--- config.mk ---
export PLATFORM = sky130hd
export DESIGN_NAME = offset_cal_seq
export DESIGN_NICKNAME = d
export VERILOG_FILES = /design/src/rtl/cal_pkg.sv /design/src/rtl/cal_frame_seq.sv /design/src/rtl/cal_chan_acc.sv /design/src/rtl/cal_correct.sv /design/src/rtl/offset_cal_seq.sv
export SDC_FILE = /design/constraint.sdc
export NUM_CORES = 1
export LEC_CHECK = 0
export BUFFER_PORTS_ARGS = -buffer_cell sky130_fd_sc_hd__buf_2
export CORE_ASPECT_RATIO = 0.6
export CORE_UTILIZATION = 35
export CTS_BUF_LIST = sky130_fd_sc_hd__clkbuf_16
export DETAILED_ROUTE_END_ITERATION = 10
export SLEW_MARGIN = 20
export SYNTH_ARGS = -nofsm -noshare
export SYNTH_HDL_FRONTEND = slang
export SYNTH_SLANG_ARGS = --single-unit
export TNS_END_PERCENT = 5
--- constraint.sdc ---
create_clock -name clk -period 4.97 [get_ports clk]
set_input_delay 0.7455 -clock clk [delete_from_list [all_inputs] [get_ports clk]]
set_output_delay 0.7455 -clock clk [all_outputs]
set_load 0.02 [all_outputs]
--- src/rtl/cal_pkg.sv ---
package cal_pkg;
  localparam int NCH = 2;

  typedef enum logic [1:0] {
    PH_SETTLE,
    PH_ACCUM,
    PH_HOLD,
    PH_RUN
  } phase_t;
endpackage

--- src/rtl/cal_frame_seq.sv ---
module cal_frame_seq
  import cal_pkg::*;
#(
  parameter int DISCARD     = 512,
  parameter int ACC_LOG2    = 13,
  parameter int REL_FRAMES  = 8960,
  parameter int SLAVE_EXTRA = 1
) (
  input  logic clk,
  input  logic rst,
  input  logic frame_stb,
  input  logic in_valid,
  input  logic slave_mode,
  output logic cal_busy,
  output logic acc_en,
  output logic acc_last,
  output logic released
);
  localparam int CAL_FRAMES = DISCARD + (1 << ACC_LOG2);
  localparam int REL_MAX    = REL_FRAMES + SLAVE_EXTRA;
  localparam int CW         = $clog2(REL_MAX + 1);
  localparam int SW         = ACC_LOG2 + 1;

  logic [CW-1:0] frm_cnt;
  logic [SW-1:0] smp_cnt;
  logic          cal_ok;
  logic [CW-1:0] rel_thr;
  phase_t        phase;

  assign rel_thr = slave_mode ? CW'(REL_MAX) : CW'(REL_FRAMES);

  always_comb begin
    if (cal_ok)
      phase = (frm_cnt >= rel_thr) ? PH_RUN : PH_HOLD;
    else if (frm_cnt > CW'(DISCARD))
      phase = PH_ACCUM;
    else
      phase = PH_SETTLE;
  end

  assign acc_en   = in_valid && (phase == PH_ACCUM);
  assign acc_last = acc_en && (smp_cnt == SW'((1 << ACC_LOG2) - 1));
  assign released = (phase == PH_RUN);

  always_ff @(posedge clk) begin
    if (rst) begin
      frm_cnt  <= '0;
      smp_cnt  <= '0;
      cal_ok   <= 1'b0;
      cal_busy <= 1'b1;
    end else begin
      if (frame_stb && frm_cnt != CW'(REL_MAX))
        frm_cnt <= frm_cnt + 1'b1;
      if (frame_stb && frm_cnt == CW'(CAL_FRAMES - 1))
        cal_busy <= 1'b0;
      if (acc_en)
        smp_cnt <= smp_cnt + 1'b1;
      if (acc_last)
        cal_ok <= 1'b1;
    end
  end

  // busy is raised by reset
  p_busy_after_reset_r1: assert property (@(posedge clk) rst |=> cal_busy);
  // once low, busy stays low until the next reset
  p_busy_no_rise_r2: assert property (@(posedge clk) disable iff (rst)
    !cal_busy |=> !cal_busy);
  // release never overlaps calibration
  p_release_after_cal_r6: assert property (@(posedge clk) disable iff (rst)
    released |-> !cal_busy);
endmodule

--- src/rtl/cal_chan_acc.sv ---
module cal_chan_acc #(
  parameter int DW       = 24,
  parameter int ACC_LOG2 = 13
) (
  input  logic          clk,
  input  logic          rst,
  input  logic          acc_en,
  input  logic          acc_last,
  input  logic [DW-1:0] sample,
  output logic [DW-1:0] offset
);
  localparam int AW = DW + ACC_LOG2;

  logic signed [AW-1:0] acc_q;
  logic signed [AW-1:0] acc_nx;
  logic        [DW-1:0] off_q = '0;

  assign acc_nx = acc_q + $signed({{ACC_LOG2{sample[DW-1]}}, sample});
  assign offset = off_q;

  always_ff @(posedge clk) begin
    if (rst)
      acc_q <= '0;
    else if (acc_last)
      acc_q <= '0;
    else if (acc_en)
      acc_q <= acc_nx;
  end

  // offset survives reset; only a completed sum replaces it
  always_ff @(posedge clk) begin
    if (acc_last && !rst)
      off_q <= acc_nx[AW-1:ACC_LOG2];
  end

  // stored offset changes only when a full sum completes
  p_off_hold_r9: assert property (@(posedge clk) disable iff (rst)
    !acc_last |=> $stable(off_q));
endmodule

--- src/rtl/cal_correct.sv ---
module cal_correct #(
  parameter int DW = 24
) (
  input  logic          clk,
  input  logic          rst,
  input  logic          en,
  input  logic [DW-1:0] sample,
  input  logic [DW-1:0] offset,
  output logic [DW-1:0] result
);
  localparam int EW = DW + 1;
  localparam logic [DW-1:0] POS_FS = {1'b0, {(DW-1){1'b1}}};
  localparam logic [DW-1:0] NEG_FS = {1'b1, {(DW-1){1'b0}}};

  logic [EW-1:0] diff;
  logic [DW-1:0] clamped;

  assign diff = {sample[DW-1], sample} - {offset[DW-1], offset};

  always_comb begin
    if (diff[EW-1] != diff[EW-2])
      clamped = diff[EW-1] ? NEG_FS : POS_FS;
    else
      clamped = diff[DW-1:0];
  end

  always_ff @(posedge clk) begin
    if (rst)
      result <= '0;
    else
      result <= en ? clamped : '0;
  end

  // non-negative sample minus negative offset cannot come out negative
  p_sign_keep_r5: assert property (@(posedge clk) disable iff (rst)
    (en && !sample[DW-1] && offset[DW-1]) |=> !result[DW-1]);
endmodule

--- src/rtl/offset_cal_seq.sv ---
module offset_cal_seq
  import cal_pkg::*;
#(
  parameter int DW          = 24,
  parameter int DISCARD     = 512,
  parameter int ACC_LOG2    = 13,
  parameter int REL_FRAMES  = 8960,
  parameter int SLAVE_EXTRA = 1
) (
  input  logic          clk,
  input  logic          rst,
  input  logic          frame_stb,
  input  logic          slave_mode,
  input  logic          src_sel_in,
  input  logic          in_valid,
  input  logic [DW-1:0] in_left,
  input  logic [DW-1:0] in_right,
  output logic          src_sel_out,
  output logic          cal_busy,
  output logic          out_valid,
  output logic [DW-1:0] out_left,
  output logic [DW-1:0] out_right
);
  logic acc_en, acc_last, released;
  logic [DW-1:0] smp  [NCH];
  logic [DW-1:0] offs [NCH];
  logic [DW-1:0] res  [NCH];

  assign smp[0]    = in_left;
  assign smp[1]    = in_right;
  assign out_left  = res[0];
  assign out_right = res[1];

  cal_frame_seq #(
    .DISCARD    (DISCARD),
    .ACC_LOG2   (ACC_LOG2),
    .REL_FRAMES (REL_FRAMES),
    .SLAVE_EXTRA(SLAVE_EXTRA)
  ) u_seq (
    .clk       (clk),
    .rst       (rst),
    .frame_stb (frame_stb),
    .in_valid  (in_valid),
    .slave_mode(slave_mode),
    .cal_busy  (cal_busy),
    .acc_en    (acc_en),
    .acc_last  (acc_last),
    .released  (released)
  );

  for (genvar ch = 0; ch < NCH; ch++) begin : g_ch
    cal_chan_acc #(.DW(DW), .ACC_LOG2(ACC_LOG2)) u_acc (
      .clk     (clk),
      .rst     (rst),
      .acc_en  (acc_en),
      .acc_last(acc_last),
      .sample  (smp[ch]),
      .offset  (offs[ch])
    );

    cal_correct #(.DW(DW)) u_cor (
      .clk   (clk),
      .rst   (rst),
      .en    (released && in_valid),
      .sample(smp[ch]),
      .offset(offs[ch]),
      .result(res[ch])
    );
  end

  always_ff @(posedge clk) begin
    if (rst)
      out_valid <= 1'b0;
    else
      out_valid <= released && in_valid;
  end

  always_ff @(posedge clk) begin
    src_sel_out <= src_sel_in;
  end

  // outputs are zero whenever no valid pair is presented
  p_zero_when_idle_r7: assert property (@(posedge clk) disable iff (rst)
    !out_valid |-> (out_left == '0 && out_right == '0));
  // no corrected data while calibration is running
  p_no_valid_busy_r6: assert property (@(posedge clk) disable iff (rst)
    cal_busy |-> !out_valid);
  // select is forwarded one clock later
  p_sel_forward_r8: assert property (@(posedge clk) disable iff (rst)
    1'b1 |=> (src_sel_out == $past(src_sel_in)));
  // a valid output always follows a valid input
  p_valid_latency_r10: assert property (@(posedge clk) disable iff (rst)
    out_valid |-> $past(in_valid));
endmodule

## Yosys cells after proc, flatten, opt, wreduce, memory -nomap -nowiden

Cells that the tools add are included.

- Equality and inequality tests: 7
- $lt $le $gt $ge: 2
- Multiplexer cells: 8
- Bitwise operators: 1
- Reductions and logical operators: 9
- $add $sub $neg: 6

Operators by type and width:

| operator | count |
|---|---|
| 24-bit 2-to-1 mux | 4 |
| 37-bit by 24-bit adder with 37-bit output | 2 |
| 24-bit by 24-bit subtractor with 25-bit output | 2 |
| 14-bit by 1-bit adder with 14-bit output, second input constant | 2 |
| 14-bit by 13-bit equality test with 1-bit output, second input constant | 1 |
| 14-bit equality test, second input constant | 1 |
| 14-bit >= comparator | 1 |
| 14-bit by 10-bit > comparator with 1-bit output, second input constant | 1 |
| 14-bit != test, second input constant | 1 |
| 1-bit logical AND | 6 |
| 2-bit OR reduction | 2 |
| 1-bit 2-to-1 mux | 3 |
| 2-bit by 1-bit equality test with 1-bit output, second input constant | 1 |
| 2-bit equality test, second input constant | 1 |
| 2-bit 2-to-1 mux | 1 |
| 1-bit != test | 2 |
| 1-bit zero test | 1 |
| 1-bit NOT | 1 |

- Logic and storage cells: 45
- Flip-flop bits (word level): 202
- Output and inout port bits: 51

## Longest topological paths before layout

Gate-level depths: netlist of the first run.

- Word-level depth: 8
- Mapped depth: 16
- Mapped depth without buffers: 15

## Cells and area by module

Synthesis of the first run repeated with hierarchy kept, for this count alone.

- Cell total of the unflattened synthesis: 1724
- Area total of the unflattened synthesis: 14700.3 um^2

Modules (own cells, without submodules):

| module | cells an instance | sequential area each (um^2) | area an instance (um^2) | instances |
|---|---|---|---|---|
| cal_chan_acc | 499 | 1461.4 | 4341.7 | 2 |
| cal_correct | 264 | 480.5 | 2143.3 | 2 |
| cal_frame_seq | 194 | 600.6 | 1675.4 | 1 |
| offset_cal_seq | 4 | 40.0 | 55.1 | 1 |

## Least setup slack after synthesis of the first run

No wires, ideal clock.

- Kind: register -> register
- From: register u_seq.frm_cnt[0]
- To: register g_ch[0].u_acc.off_q[0] (enable)
- Buffers on the path: 1
- Data required time: 4.510 ns
- Cell stages (with the launch flop): 11
- Setup slack: 0.509 ns
- Clock period less this slack: 4.461 ns
- Arrival: 4.001 ns
- Cells stage by stage: dfxtp_1 inv_1 ha_1 inv_1 o31a_1 o311a_1 clkbuf_1 and3_4 nor2b_1 nor3b_1 nor2b_1

- Cells in the longest elaborated chain, start to end: 7
- Elaborated cells between the ends (all ways): 9
- Classes of those cells: 2 x order compare; 1 x eq/ne; 3 x mux; 3 x reduce/logical

RTL lines:

| what | line | source |
|---|---|---|
| start, declared | cal_frame_seq.sv:24 | `logic [CW-1:0] frm_cnt;` |
| start signal, assigned | cal_frame_seq.sv:53 | `frm_cnt <= frm_cnt + 1'b1;` |
| 14-bit by 10-bit > comparator with 1-bit output or 14-bit >= comparator (tied branches) | cal_frame_seq.sv:35, cal_frame_seq.sv:34 |  |
| 1-bit 2-to-1 mux (on tied branches) | cal_frame_seq.sv:35, cal_frame_seq.sv:34 |  |
| 2-bit 2-to-1 mux * | cal_frame_seq.sv:33 | `if (cal_ok)` |
| 2-bit by 1-bit equality test with 1-bit output * | cal_frame_seq.sv:41 | `assign acc_en = in_valid && (phase == PH_ACCUM);` |
| 1-bit logical AND * | cal_frame_seq.sv:41 |  |
| 1-bit logical AND * | cal_frame_seq.sv:42 | `assign acc_last = acc_en && (smp_cnt == SW'((1 << ACC_LOG2) - 1));` |
| 1-bit logical AND * | cal_chan_acc.sv:32 | `if (acc_last && !rst)` |
| end signal, assigned | cal_chan_acc.sv:33 | `off_q <= acc_nx[AW-1:ACC_LOG2];` |
| end, declared | cal_chan_acc.sv:16 | `logic [DW-1:0] off_q = '0;` |

Mark *: on every way between the ends. The rest lies on a longest branch, timed or not.
A chain may end at the register's enable or synchronous reset.

## Final worst setup path of the first run

- From: input port in_right[0]
- To: register g_ch[1].u_cor.result[2]

- Cells in the longest elaborated chain, start to end: 3
- Elaborated cells between the ends (all ways): 4
- Classes of those cells: 1 x add/sub; 1 x eq/ne; 2 x mux

RTL lines:

| what | line | source |
|---|---|---|
| start, declared | offset_cal_seq.sv:17 | `input logic [DW-1:0] in_right,` |
| 24-bit by 24-bit subtractor with 25-bit output * | cal_correct.sv:18 | `assign diff = {sample[DW-1], sample} - {offset[DW-1], offset};` |
| 24-bit 2-to-1 mux or 1-bit != test (tied branches) | cal_correct.sv:22, cal_correct.sv:21 |  |
| 24-bit 2-to-1 mux * | cal_correct.sv:21 | `if (diff[EW-1] != diff[EW-2])` |
| end signal, assigned | cal_correct.sv:31 | `result <= en ? clamped : '0;` |
| end, declared | cal_correct.sv:9 | `output logic [DW-1:0] result` |

Marks and branches as above.

==> results of run 1 <==
==> kinds of logic (layout without fill, tap and decap cells) <==
| group | Yosys count | after routing | synth area share |
|---|---|---|---|
| buffers and inverters | 136 | 231 | 0.0438 |
| multiplexers | 5 | 5 | 0.00391 |
| adder cells (fa/ha/maj) | 129 | 129 | 0.129 |
| AO/OA/AOI/OAI | 446 | 446 | 0.224 |
| XOR/XNOR | 130 | 130 | 0.0890 |
| AND/OR/NAND/NOR | 441 | 441 | 0.157 |
| flip-flops | 202 | 202 | 0.354 |
==> layer usage <==
| layer | up-vias | GRT usage | wire length (um) | part of all wire |
|---|---|---|---|---|
| met3 | 39 | 0.0344 | 1980 | 0.062 |
| met4 | 4 | 0.0307 | 480 | 0.015 |
| met2 | 264 | 0.244 | 12600 | 0.39 |
| li1 | 5470 | - | - | - |
| met5 | - | 0 | 27 | 0.00084 |
| met1 | 5076 | 0.260 | 16900 | 0.53 |
==> critical path: cells and delay by family <==
kind | cells | cell delay (ns)
buffers and inverters | 3 | 0.22
adders and majority gates | 2 | 0.57
AOI/OAI and AO/OA | 10 | 2.73
==> final cells by class <==
type,count,area (um^2),area share
Clock buffer,23,576,0.0396
Sequential cell,202,4520,0.311
Inverter,78,293,0.0201
Multi-Input combinational cell,1151,7730,0.532
Clock inverter,18,233,0.0160
Timing Repair Buffer,112,593,0.0408
Tap cell,467,584,0.0402
==> sequential cells by signal, indices dropped and copies added, names as in the netlist <==
register           cells
g_ch.u_acc.acc_q      74
g_ch.u_acc.offset     48
g_ch.u_cor.result     48
u_seq.frm_cnt         14
u_seq.smp_cnt         14
out_valid              1
src_sel_out            1
u_seq.cal_busy         1
u_seq.cal_ok           1
==> metrics by stage <==
step | power [uW] | worst slack, ns
2_1_floorplan | 1970 | 0.509
3_3_place_gp | 2070 | 0.638
3_5_place_dp | 2070 | 0.586
4_1_cts | 3960 | 1.10
5_1_grt | 4070 | 0.781
6_report | 3890 | 1.04
==> cell usage after synthesis, types with 12 or more instances <==
| master | count |
|---|---|
| nand2_1 | 173 |
| a21oi_1 | 157 |
| dfxtp_1 | 154 |
| ha_1 | 125 |
| nor2_1 | 120 |
| inv_1 | 76 |
| a21o_1 | 72 |
| xnor2_1 | 68 |
| xor2_1 | 62 |
| edfxtp_1 | 48 |
| o21ai_1 | 42 |
| clkbuf_1 | 40 |
| o21ai_0 | 33 |
| nand3_1 | 29 |
| a211oi_1 | 22 |
| nor3_1 | 21 |
| o21ai_2 | 20 |
| o21a_1 | 18 |
| nand4_1 | 17 |
| nor2b_1 | 16 |
| a31oi_1 | 13 |
| o21bai_1 | 12 |
| or3_1 | 12 |
==> placed cells by master (no fill, tap or decap), drive strengths merged, types with 11 or more instances in the layout <==
master / count
xor2: 62
ha: 125
a21o: 72
nand3: 29
nor3: 21
a31oi: 14
buf: 112
o21bai: 12
nor2: 120
clkbuf: 23
nor2b: 16
edfxtp: 48
nand4: 17
dfxtp: 154
or3: 14
nand2: 173
o21a: 18
xnor2: 68
a211oi: 22
inv: 80
and3: 11
o21ai: 95
a21oi: 157
==> final timing paths <==
kind | slack [ns] | end | cells after the start | startpoint
max | 1.04 | g_ch[1].u_cor.result[2] | 15 | in_right[0]
min | 0.34 | src_sel_out | 1 | src_sel_in
max reg2reg | 1.07 | g_ch[1].u_cor.result[2] | 13 | g_ch[1].u_acc.offset[0]
min reg2reg | 0.45 | u_seq.cal_busy | 1 | u_seq.cal_busy
==> power by group through the flow <==
| stage | combinational, uW | sequential (uW) | clock (uW) |
|---|---|---|---|
| global route | 394 | 1680 | 1990 |
| floorplan | 246 | 1720 | 0 |
| global placement | 347 | 1720 | 0 |
| detailed placement | 351 | 1720 | 0 |
| CTS | 353 | 1680 | 1920 |
| finish | 356 | 1680 | 1850 |
==> flow_summary.json, run 1 <==
{
  "grt_max_degree": 69,
  "hold_violations": 0,
  "period_share": 0.791,
  "clock_skew_ns": 0.0132,
  "crit_path_start_kind": "input pin",
  "ys.flop_type": "dfxtp_1",
  "ys_async_sr_fraction": 0,
  "power_frac_seq": 0.432,
  "ys_types": 72,
  "synth_enable_flop_cells": 48,
  "path_cells": "buf_2, inv_1, ha_1, inv_1, fa_1, a211oi_1, o21ai_1, a21oi_1, o221ai_1, a31oi_1, o21ai_1, a21o_1, a21oi_1, a311o_2, o21ai_1",
  "clock_power_share": 0.476,
  "ant_nets": 0,
  "swShare": 0.238,
  "p_int_uw": 2970,
  "rows": 53,
  "post_synth_instance_area_um2": 12800,
  "ys_ff_latch": 202,
  "fp.dieArea_um2": 37300,
  "min_path_type": "in -> reg",
  "drive_gt1_frac": 0.117,
  "status": "finished, final reports clean",
  "area_delta_synth_final_pct": 13.6,
  "fin_crit_ns": 3.93,
  "cts_max_level": 1,
  "max_freq_ghz": 0.254,
  "gr-total-overflow": 0,
  "cts_tree": "done",
  "first_pass_iters": 7,
  "clock_latency_ns": 0.51,
  "postCtsSetupBuffers": 0,
  "diodes": 0,
  "critPathKind": "in -> reg",
  "place_hpwl_um": 24100,
  "ctsResizeCount": 0,
  "drtIter0Drc": 637,
  "root_buffer": "clkbuf_16",
  "setup-tns-final_ns": 0,
  "power_leakage_uw": 0.00646,
  "power_density_nw_per_um2": 268,
  "yosys_warnings": 0,
  "holdWs_ns": 0.341,
  "finalNetCount": 1751,
  "numCtsBuffers": 23,
  "finalSetupViolCount": 0,
  "crit_path_end_kind": "register",
  "dp.cells": 2010,
  "core_area_um2": 35500,
  "slowest_delay_ns": 0.68,
  "syn_area_per_cell_um2": 8.59,
  "route.detailed.drc": 0,
  "post_drt_wl_per_cell_um": 15.6,
  "grt_pass1_vias": 9731,
  "syn_nets": 1672,
  "dr_total_vias": 10853,
  "num_io_pins": 105,
  "grt_pass1_wl_um": 51600,
  "place.gp.congestion": 0.914,
  "initial_core_util": 0.361,
  "worst_pin_slew_ns": 0.890,
  "cts_num_sinks": 202,
  "fill_cells": 3558,
  "antenna_found_initial": 4,
  "final_core_util": 0.410,
  "path_common_cell": "o21ai_1",
  "arrival_ns": 4.30,
  "ys_seq_area_frac": 0.354,
  "netSwitchingPower_uw": 927,
  "fin_cells": 2051,
  "placed_area_um2": 13700,
  "synth_top_area_frac": 0.241,
  "rsz0062_at_grt": "false",
  "cts_max_path_buffers": 3,
  "final_cell_area_um2": 14500,
  "place.port_buffers": 104,
  "synth_area_leader_cell": "dfxtp_1",
  "synth_cells": 1489,
  "report.final.slew_viol_count": 0,
  "drt-vias-per-instance": 5.29,
  "die_w_um": 249,
  "slew_headroom": 0.407,
  "peakVddDrop_uv": 161,
  "cp_max_fo": 23,
  "crit_slowest_cell": "a311o_2",
  "dieHeight_um": 150,
  "p_comb_frac": 0.091,
  "drt-total-wl_um": 32100,
  "cts.clk_slew.worst_paths_ns": 0.06,
  "cts_hold_buf": 0,
  "gr-usage-all-layers": 0.170,
  "worst_ep_required_time_ns": 5.34,
  "cap_viol_max_count": 0,
  "synth_area_leaders": "dfxtp_1, ha_1, edfxtp_1"
}
Note: power is estimated with default switching activity, not from simulation.
==> inputs of run 2 (changes only) <==
clock period = 4 ns   (was 4.97 ns; I/O delays follow)
==> flow_summary.json, run 2 (synthesized netlist as in run 1, its figures left out) <==
{
  "numCtsBuffers": 23,
  "peakVddDrop_uv": 231,
  "drtIter0Drc": 767,
  "antenna_found_initial": 3,
  "area_delta_synth_final_pct": 13.9,
  "die_w_um": 249,
  "min_to": "src_sel_out",
  "cap_viol_max_count": 0,
  "crit_path_start_kind": "register",
  "dieHeight_um": 150,
  "hold_depth": 1,
  "reg2reg_from": "g_ch[0].u_acc.offset[0]",
  "finalNetCount": 1763,
  "grt_max_degree": 92,
  "crit_path_end_kind": "register",
  "report.final.slew_viol_count": 0,
  "finalSetupViolCount": 0,
  "drive_gt1_frac": 0.122,
  "cts.clk_slew.worst_paths_ns": 0.06,
  "reg2regPathDepth": 14,
  "fp.dieArea_um2": 37300,
  "worst_ep_required_time_ns": 4.43,
  "cp_max_fo": 21,
  "critPathKind": "reg -> reg",
  "power_uw": 4510,
  "grt_pass1_vias": 9669,
  "startpoint": "g_ch[0].u_acc.offset[0]",
  "root_buffer": "clkbuf_16",
  "grt_pass1_wl_um": 50900,
  "rsz0062_at_grt": "false",
  "rows": 53,
  "cts_max_path_buffers": 3,
  "ctsResizeCount": 0,
  "final_cell_area_um2": 14600,
  "postCtsSetupBuffers": 0,
  "final_common_cell": "nand2_1",
  "final_core_util": 0.411,
  "cts_tree": "done",
  "first_pass_iters": 5,
  "largest_reg_flops": 74,
  "dr_total_vias": 10729,
  "fin_crit_ns": 3.64,
  "regToRegSetupSlack_ns": 0.36,
  "max_freq_ghz": 0.274,
  "clock_skew_ns": 0.0154,
  "ant_nets": 0,
  "gr-total-overflow": 0,
  "status": "finished, final reports clean",
  "hold_violations": 0,
  "route.detailed.drc": 0,
  "min_from": "src_sel_in",
  "cts_hold_buf": 0,
  "clock_latency_ns": 0.52,
  "setup-tns-final_ns": 0,
  "rr_endpoint": "g_ch[0].u_cor.result[10]",
  "slew_headroom": 0.419,
  "placed_area_um2": 13900,
  "cts_num_sinks": 202,
  "drt-vias-per-instance": 5.20,
  "worst_pin_slew_ns": 0.871,
  "min_path_type": "in -> reg",
  "place_hpwl_um": 23500,
  "cts_max_level": 1,
  "regMostFlops": "g_ch.u_acc.acc_q",
  "layout_common_cells": "nand2_1, a21oi_1, dfxtp_1",
  "num_io_pins": 105,
  "core_area_um2": 35500,
  "drt-total-wl_um": 31700,
  "arrival_ns": 4.08,
  "post_drt_wl_per_cell_um": 15.4,
  "gr-usage-all-layers": 0.167,
  "place.gp.congestion": 0.920,
  "power_density_nw_per_um2": 310,
  "power_leakage_uw": 0.00649,
  "period_share": 0.911,
  "initial_core_util": 0.361,
  "place.port_buffers": 104
}
## run 2: through the flow
stage	setup WS [ns]	hold WS, ns	cells
finish	0.356	0.181	2065
global placement	0.135	0.430	2022
global route	0.125	0.158	2064
floorplan	0.445	0.432	1489
CTS	0.402	0.148	2063
detailed placement	0.0593	0.438	2022
## run 2: power by group
part	switching [uW]	total, uW	internal, uW	leakage [uW]
sequential	3.25	2090	2090	0.00167
clock	858	1970	1120	0.000370
combinational	271	444	173	0.00445
total	1130	4510	3380	0.00649
## run 2: cell type report
cell class,instances,area (um^2)
diodes,2,5.00
clock buffers,25,626
clock inverters,16,67.6
fillers,3527,20900
inverters,78,293
multi-input cells,1151,7730
flip-flops and latches,202,4520
well taps,467,584
repair buffers,124,733
## run 2: worst max-delay path by stage
stage                                    end  slack (ns)  depth (start not counted)
CTS                 g_ch[0].u_cor.result[10]        0.40                         14
floorplan            g_ch[0].u_acc.offset[0]        0.44                         10
finish              g_ch[0].u_cor.result[10]        0.36                         14
global placement     g_ch[0].u_cor.result[6]        0.13                         16
global route        g_ch[0].u_cor.result[10]        0.13                         14
detailed placement  g_ch[0].u_cor.result[10]        0.06                         16
## run 2: worst max-delay path: stages (launching register included)
cell	delay (ns)
edfxtp_1	0.37
ha_1	0.22
inv_1	0.07
fa_1	0.21
a21o_1	0.12
a21oi_1	0.09
nor2_1	0.14
o221ai_1	0.16
a21o_1	0.24
a31oi_2	0.20
nand2_1	0.13
or4_1	0.42
a32o_1	0.30
or3_1	0.66
o21ai_1	0.23
## run 2: per-layer routing
layer	vias up	global-route usage	wire length, um	share of wire
met5	-	0	13	0.00041
met3	39	0.0416	2130	0.067
li1	5488	-	-	-
met1	4954	0.251	16700	0.53
met2	246	0.236	12300	0.39
met4	2	0.0363	534	0.017
==> inputs of run 3 (changes only) <==
CELL_PAD_IN_SITES_DETAIL_PLACEMENT = 0   (was default)
CELL_PAD_IN_SITES_GLOBAL_PLACEMENT = 1   (was default)
CORE_UTILIZATION = 46   (was 35)
PLACE_DENSITY_LB_ADDON = 0.1   (was default)
==> flow_summary.json, run 3 (synthesized netlist as in run 1, its figures left out) <==
{
  "hold_violations": 0,
  "core_area_um2": 26900,
  "slew_headroom": 0.433,
  "area_delta_synth_final_pct": 13.4,
  "min_path_type": "in -> reg",
  "period_share": 0.927,
  "report.final.slew_viol_count": 0,
  "gr-usage-all-layers": 0.221,
  "diodes": 0,
  "route.detailed.drc": 0,
  "slowest_delay_ns": 0.60,
  "initial_core_util": 0.476,
  "cts_tree": "done",
  "root_buffer": "clkbuf_16",
  "arrival_ns": 4.10,
  "fin_crit_ns": 3.71,
  "power_leakage_uw": 0.00653,
  "power_uw": 4600,
  "cts_hold_buf": 0,
  "num_io_pins": 105,
  "crit_path_start_kind": "register",
  "largest_reg_flops": 74,
  "first_pass_iters": 7,
  "dieHeight_um": 131,
  "cts_max_path_buffers": 3,
  "layout_common_cells": "nand2_1, a21oi_1, dfxtp_1",
  "dr_total_vias": 10534,
  "crit_slowest_cell": "a21o_1",
  "place_hpwl_um": 23300,
  "setup-tns-final_ns": 0,
  "postCtsSetupBuffers": 0,
  "clock_skew_ns": 0.0150,
  "max_freq_ghz": 0.270,
  "regMostFlops": "g_ch.u_acc.acc_q",
  "ctsResizeCount": 0,
  "post_drt_wl_per_cell_um": 16.0,
  "drt-total-wl_um": 31500,
  "critPathKind": "reg -> reg",
  "drive_gt1_frac": 0.125,
  "hold_depth": 1,
  "cts_num_sinks": 202,
  "antenna_found_initial": 0,
  "worst_pin_slew_ns": 0.850,
  "status": "finished, final reports clean",
  "grt_max_degree": 92,
  "cp_max_fo": 21,
  "peakVddDrop_uv": 290,
  "cap_viol_max_count": 0,
  "rows": 46,
  "final_common_cell": "nand2_1",
  "ant_nets": 0,
  "cts.clk_slew.worst_paths_ns": 0.06,
  "die_w_um": 217,
  "power_density_nw_per_um2": 317,
  "drt-vias-per-instance": 5.37,
  "place.gp.congestion": 0.898,
  "reg2regPathDepth": 14,
  "numCtsBuffers": 22,
  "fill_cells": 2572,
  "path_common_cell": "o21ai_1",
  "gr-total-overflow": 0,
  "path_cells": "inv_1, ha_1, nor2b_1, o21ai_1, a21boi_1, o311a_1, o21ai_1, o21ai_1, a41o_1, a21oi_1, xnor2_1, a21o_1, buf_4, o21ai_1",
  "finalSetupViolCount": 0,
  "grt_pass1_wl_um": 51300,
  "rsz0062_at_grt": "false",
  "clock_latency_ns": 0.52,
  "cts_max_level": 1,
  "place.port_buffers": 104,
  "grt_pass1_vias": 9556,
  "drtIter0Drc": 769,
  "worst_ep_required_time_ns": 4.39,
  "crit_path_end_kind": "register",
  "fp.dieArea_um2": 28500,
  "finalNetCount": 1769
}
[run 3: cell count changes in the layout (fill, tap and decap cells not counted)]
cell,previous run,this run
clkbuf_16,25,24
bufinv_16,0,2
clkinv_1,6,5
clkinv_2,6,5
diode_2,2,0
buf_4,15,22
[run 3: final timing paths]
kind,to,start,slack (ns)
hold / removal,src_sel_out,src_sel_in,0.19
setup reg to reg,g_ch[0].u_cor.result[5],g_ch[0].u_acc.offset[1],0.29
hold reg to reg,u_seq.cal_busy,u_seq.cal_busy,0.45
setup / recovery,g_ch[0].u_cor.result[5],g_ch[0].u_acc.offset[1],0.29
[run 3: power breakdown]
| group | internal (uW) | switching [uW] | leakage (uW) | total (uW) |
|---|---|---|---|---|
| Sequential | 2090 | 3.18 | 0.00167 | 2090 |
| Clock | 1200 | 859 | 0.000380 | 2060 |
| Combinational | 174 | 271 | 0.00448 | 444 |
[run 3: layout make-up]
class                      count  area (um^2)  share of cell area
multi-input combinational   1151         7730               0.533
sequential                   202         4520               0.312
timing repair buffer         131          786              0.0542
clock buffer                  24          601              0.0414
tap                          360          450              0.0311
inverter                      78          293              0.0202
clock inverter                16          119             0.00820
[run 3: metrics by stage]
step                std cells  worst slack (ns)  utilization  hold WS (ns)  area, um^2
floorplan                1489             0.445            -         0.432       12800
global placement         1922            0.0119        0.513         0.430       13800
detailed placement       1922            0.0352        0.513         0.436       13800
CTS                      1962             0.317        0.540         0.159       14500
global route             1962           0.00728        0.540         0.158       14500
finish                   1962             0.294        0.540         0.186       14500
[run 3: routing by layer]
metal,share of wire,routed length (um),global-route usage,up-vias
met5,0,0,0,-
met1,0.56,17700,0.362,4797
met4,0.014,451,0.0372,0
met2,0.37,11700,0.296,204
met3,0.050,1590,0.0380,33
li1,-,-,-,5500
[run 3: critical path: cells and delay by family, from the launching register on]
family          cells  cell delay [ns]
compound gates      9             2.24
flops               1             0.40
buf+inv             2             0.38
fa+ha+maj           1             0.24
xor+xnor            1             0.19
simple gates        1             0.13
